### config.mk
export PLATFORM = sky130hd
export DESIGN_NAME = rfc_code_gen
export DESIGN_NICKNAME = d
export VERILOG_FILES = /design/src/rtl/rfc_pkg.sv /design/src/rtl/rfc_cfg_clamp.sv /design/src/rtl/rfc_cfg_reg.sv /design/src/rtl/rfc_slot_code.sv /design/src/rtl/rfc_code_gen.sv
export SDC_FILE = /design/constraint.sdc
export NUM_CORES = 1
export LEC_CHECK = 0
export BUFFER_PORTS_ARGS = -buffer_cell sky130_fd_sc_hd__buf_2
export CORE_AREA = 5 5 42 44
export DETAILED_ROUTE_END_ITERATION = 16
export DIE_AREA = 0 0 47 49
export PLACE_DENSITY = 0.58
export SLEW_MARGIN = 30
export SYNTH_ARGS = -nofsm -noshare
export SYNTH_HDL_FRONTEND = slang
export SYNTH_SLANG_ARGS = --single-unit
### constraint.sdc
create_clock -name clk_i -period 1.7 [get_ports clk_i]
set_input_delay 0.34 -clock clk_i [delete_from_list [all_inputs] [get_ports clk_i]]
set_output_delay 0.34 -clock clk_i [all_outputs]
set_load 0.05 [all_outputs]
### src/rtl/rfc_pkg.sv
package rfc_pkg;
  localparam int unsigned DEF_SLOTS  = 4;
  localparam int unsigned DEF_CODE_W = 3;
  localparam int unsigned DEF_CNT_W  = 3;
endpackage

### src/rtl/rfc_cfg_clamp.sv
module rfc_cfg_clamp #(
  parameter int unsigned NUM_SLOTS = rfc_pkg::DEF_SLOTS,
  parameter int unsigned CODE_W    = rfc_pkg::DEF_CODE_W,
  parameter int unsigned CNT_W     = rfc_pkg::DEF_CNT_W
) (
  input  logic signed [CODE_W-1:0] ofs_i,
  input  logic        [CNT_W-1:0]  cnt_i,
  output logic signed [CODE_W-1:0] ofs_o,
  output logic        [CNT_W-1:0]  cnt_o
);
  localparam logic [CNT_W-1:0]  CNT_MAX = NUM_SLOTS[CNT_W-1:0];
  localparam logic [CNT_W-1:0]  CNT_MIN = {{(CNT_W-1){1'b0}}, 1'b1};
  localparam logic [CODE_W-1:0] OFS_DEF = '1;

  always_comb begin
    // offset zero is the current frame, so non-negative offsets fall back to -1
    ofs_o = ofs_i[CODE_W-1] ? ofs_i : OFS_DEF;
    if (cnt_i == '0)          cnt_o = CNT_MIN;
    else if (cnt_i > CNT_MAX) cnt_o = CNT_MAX;
    else                      cnt_o = cnt_i;
  end
endmodule

### src/rtl/rfc_cfg_reg.sv
module rfc_cfg_reg #(
  parameter int unsigned CODE_W = rfc_pkg::DEF_CODE_W,
  parameter int unsigned CNT_W  = rfc_pkg::DEF_CNT_W
) (
  input  logic                     clk_i,
  input  logic                     rst_ni,
  input  logic                     load_i,
  input  logic signed [CODE_W-1:0] ofs_i,
  input  logic        [CNT_W-1:0]  cnt_i,
  output logic signed [CODE_W-1:0] ofs_o,
  output logic        [CNT_W-1:0]  cnt_o
);
  // count resets to zero: no slot enabled until the first group
  always_ff @(posedge clk_i or negedge rst_ni) begin
    if (!rst_ni) begin
      ofs_o <= '1;
      cnt_o <= '0;
    end else if (load_i) begin
      ofs_o <= ofs_i;
      cnt_o <= cnt_i;
    end
  end
endmodule

### src/rtl/rfc_slot_code.sv
module rfc_slot_code #(
  parameter int unsigned CODE_W = rfc_pkg::DEF_CODE_W,
  parameter int unsigned CNT_W  = rfc_pkg::DEF_CNT_W,
  parameter int unsigned IDX    = 0
) (
  input  logic signed [CODE_W-1:0] ofs_i,
  input  logic        [CNT_W-1:0]  cnt_i,
  output logic        [CODE_W-1:0] code_o,
  output logic                     en_o
);
  localparam logic [CODE_W:0]  STEP  = IDX[CODE_W:0];
  localparam logic [CODE_W:0]  ONE   = {{CODE_W{1'b0}}, 1'b1};
  localparam logic [CNT_W-1:0] IDX_C = IDX[CNT_W-1:0];

  logic [CODE_W:0] base, sum, adj;

  always_comb begin
    base = {ofs_i[CODE_W-1], ofs_i};
    sum  = base + STEP;
    adj  = sum[CODE_W] ? sum : sum + ONE;  // step past zero
    en_o   = cnt_i > IDX_C;
    code_o = en_o ? adj[CODE_W-1:0] : '0;
  end
endmodule

### src/rtl/rfc_code_gen.sv
module rfc_code_gen #(
  parameter int unsigned NUM_SLOTS = rfc_pkg::DEF_SLOTS,
  parameter int unsigned CODE_W    = rfc_pkg::DEF_CODE_W,
  parameter int unsigned CNT_W     = rfc_pkg::DEF_CNT_W
) (
  input  logic                        clk_i,
  input  logic                        rst_ni,
  input  logic                        grp_start_i,
  input  logic [CODE_W-1:0]           first_ofs_i,
  input  logic [CNT_W-1:0]            ref_cnt_i,
  output logic [NUM_SLOTS*CODE_W-1:0] codes_o,
  output logic [NUM_SLOTS-1:0]        en_o
);
  logic signed [CODE_W-1:0] ofs_cl, ofs_q;
  logic        [CNT_W-1:0]  cnt_cl, cnt_q;

  rfc_cfg_clamp #(.NUM_SLOTS(NUM_SLOTS), .CODE_W(CODE_W), .CNT_W(CNT_W)) u_clamp (
    .ofs_i (first_ofs_i),
    .cnt_i (ref_cnt_i),
    .ofs_o (ofs_cl),
    .cnt_o (cnt_cl)
  );

  rfc_cfg_reg #(.CODE_W(CODE_W), .CNT_W(CNT_W)) u_cfg (
    .clk_i  (clk_i),
    .rst_ni (rst_ni),
    .load_i (grp_start_i),
    .ofs_i  (ofs_cl),
    .cnt_i  (cnt_cl),
    .ofs_o  (ofs_q),
    .cnt_o  (cnt_q)
  );

  for (genvar k = 0; k < NUM_SLOTS; k++) begin : g_slot
    rfc_slot_code #(.CODE_W(CODE_W), .CNT_W(CNT_W), .IDX(k)) u_slot (
      .ofs_i  (ofs_q),
      .cnt_i  (cnt_q),
      .code_o (codes_o[k*CODE_W +: CODE_W]),
      .en_o   (en_o[k])
    );
  end
endmodule

==> qor.txt <==
WL/cell: 10.63 um
Critical Path Start: u_cfg.ofs_o[0]
Post-DP HPWL: 744.9 um
CP max-delay cell: dfstp_2
DR WL met2: 494 um
post-layout minimum cycle time: 1750 ps
top cell type's share of synthesized area: 0.1786
Min-Delay Path Class: primary input to flop
final WL: 967 um
Placed Instance Area: 525.5 um^2
ant diodes: 0
Synth Cell Area: 420.4 um^2
Root Buffer: clkbuf_4
worst reg2reg startpoint: u_cfg.ofs_o[1]
Multi-input gate area: 255.2 um^2
crit path DAT: 1410 ps
vias in the first global route: 357
max incr delay on CP: 550 ps
kind of critical path: flop to output port
router iterations before antenna repair: 4
die area: 2303 um^2
IO buf count: 24
endpoint class of the critical path: output port
CTS tree: yes
Residual DRC: 0
CORE AREA: 1401 um^2
Reg clk slew, reported paths: 40 ps
# fillers: 143
GPL Wtd Cong: 0.7678
final period utilization: 1.029
Die Span Y: 49 um
Syn Inst Count: 51
layout cells sized above 1: 0.6000
maximum clock path buffer count: 2
Die X: 47 um
Max Slew Vio Count: 0
Hold Startpoint: first_ofs_i[2]
initial antenna violation count: 0
Synth area leaders: dfrtp_1 (18%), ha_1 (15%), dfstp_2 (13%), buf_4 (8.9%), inv_1 (8.9%)
drt via density: 4.176
num ports: 25
syn_nets: 65
clock latency on the worst-skew pair: 240 ps
Setup Skew: 0 ps
All-Layer GR Usage: 0.09130
CP required: 1360 ps
cell area after layout: 664.4 um^2
largest net degree at the start of global routing: 10
Iter 0 DRT Violations: 1
Cell Pwr Density: 969.1 nW/um^2
yosys warns: 0
reg-to-reg setup timing slack: 790 ps
H-tree levels: 1
register area: 127.6 um^2
Vias: 380
Place WS: 52.04 ps
non-filler cells, final: 91
NumNets Final: 90
Avg Inst Size Synth: 8.243 um^2
# setup viols final: 3
unrepaired setup endpoints after global routing: yes
max-cap viol count: 0
GRT Residual Overflow: 0
peak supply drop: 0.0003983 V
worst setup margin: -49.86 ps
post-synth top area cell: dfrtp_1
CP Cell Sequence: inv_2 > ha_4 > nor2b_4 > buf_8
Detail Route Antenna Nets: 0
first-pass GRT wire length: 1.531 mm
outcome: complete, but fails checks
failing checks: negative setup slack
distinct cell type count after synthesis: 18
cts bufs inserted: 3
Seq cells post-synth: 5
dpl cells: 85
met1 wire length: 383 um
Layout area overhead: 58.04%
Worst slew margin: 0.7883
Starting Density: 0.3000
Rows: 14
clock sinks: 5
Crit Path Max Fanout: 4
register area share after synthesis: 0.3036
met3 routed WL: 80 um
final hold vios: 0
fmax: 0.5715 GHz
Worst-Margin Slew: 317.6 ps
max layer used: met4
Pleak: 0.3351 nW
Startpoint Class: flop
==> path summary, 6_finish.rpt <==
kind                                       end  depth (start not counted)
worst max-delay path                codes_o[6]                          4
worst min-delay path            u_cfg.ofs_o[1]                          2
worst max register to register  u_cfg.ofs_o[1]                          3
worst min register to register  u_cfg.cnt_o[0]                          2
max in group asynchronous       u_cfg.ofs_o[0]                          2
min in group asynchronous       u_cfg.cnt_o[2]                          2
==> cell families (layout without fill, tap and decap cells) <==
kind of cell    after synthesis  count (layout)  share of synthesized area
simple gates                 17              17                     0.2173
flops                         5               5                     0.3036
mux                           1               1                    0.03570
compound gates                6               6                    0.08035
buf+inv                      17              41                     0.2143
fa+ha+maj                     5               5                     0.1488
==> layout by cell type (no fill, tap or decap), drive strengths merged, types with 2 or more instances in the layout <==
cell type / n
a21oi: 2
a31oi: 2
buf: 26
clkbuf: 4
dfrtp: 3
dfstp: 2
ha: 5
inv: 10
nor2: 8
nor2b: 5
==> cells in the mapped netlist <==
cell and count:
nor2b_1 5, buf_6 1, o22ai_1 1, inv_1 10
nor3_2 1, clkbuf_1 1, buf_4 5, nor2_1 8
and2_1 1, nand3b_1 1, mux2_4 1, dfrtp_1 3
dfstp_2 2, ha_1 5, nand2b_1 1, a31oi_1 2
o21ai_0 1, a21oi_1 2
==> where the power goes <==
part | switching, mW | internal [mW]
combinational | 0.239 | 0.118
sequential | 0.0172 | 0.133
clock | 0.0475 | 0.0887
total | 0.304 | 0.340
==> routing by layer <==
metal,up-vias,global-route usage
li1,197,-
met1,163,0.1116
met2,18,0.1312
met3,2,0.03321
met4,0,0.05530
met5,-,0
==> worst max-delay path: cells and delay by family (launching register included) <==
kind / cells / cell delay, ps
buffers and inverters: 2 / 220
flip-flops: 1 / 550
adder cells (fa/ha/maj): 1 / 270
AND/OR/NAND/NOR: 1 / 140
==> state kept, by name, summed over array words and instances (netlist names) <==
signal / flops
u_cfg.cnt_o: 3
u_cfg.ofs_o: 2
==> area by class of cell <==
type | instances | area share
Clock buffer | 4 | 0.03955
Tap cell | 16 | 0.03013
Timing Repair Buffer | 27 | 0.2976
Inverter | 10 | 0.05650
Multi-Input combinational cell | 29 | 0.3842
Sequential cell | 5 | 0.1921
==> stage by stage <==
step / hold slack [ps] / setup TNS (ps) / util / total power [mW]
final: 261.6 / -127.8 / 0.4741 / 0.6438
after global routing: 247.9 / -408.0 / 0.4741 / 0.6827
after CTS: 251.0 / -180.6 / 0.4446 / 0.6314
after detailed placement: 160.3 / 0 / 0.3750 / 0.4484
after global placement: 159.7 / 0 / 0.3750 / 0.4464
after floorplan: 44.41 / -454.4 / - / 0.4004
==> timing repair <==
action,4_1_cts,5_1_grt
setup endpoints to repair,8,13
hold buffers,1,0
resized for setup,16,14
pin swaps,1,1
buffers inserted,1,0
endpoints found under the hold margin,3,0
Note: power is estimated with default switching activity, not from simulation.
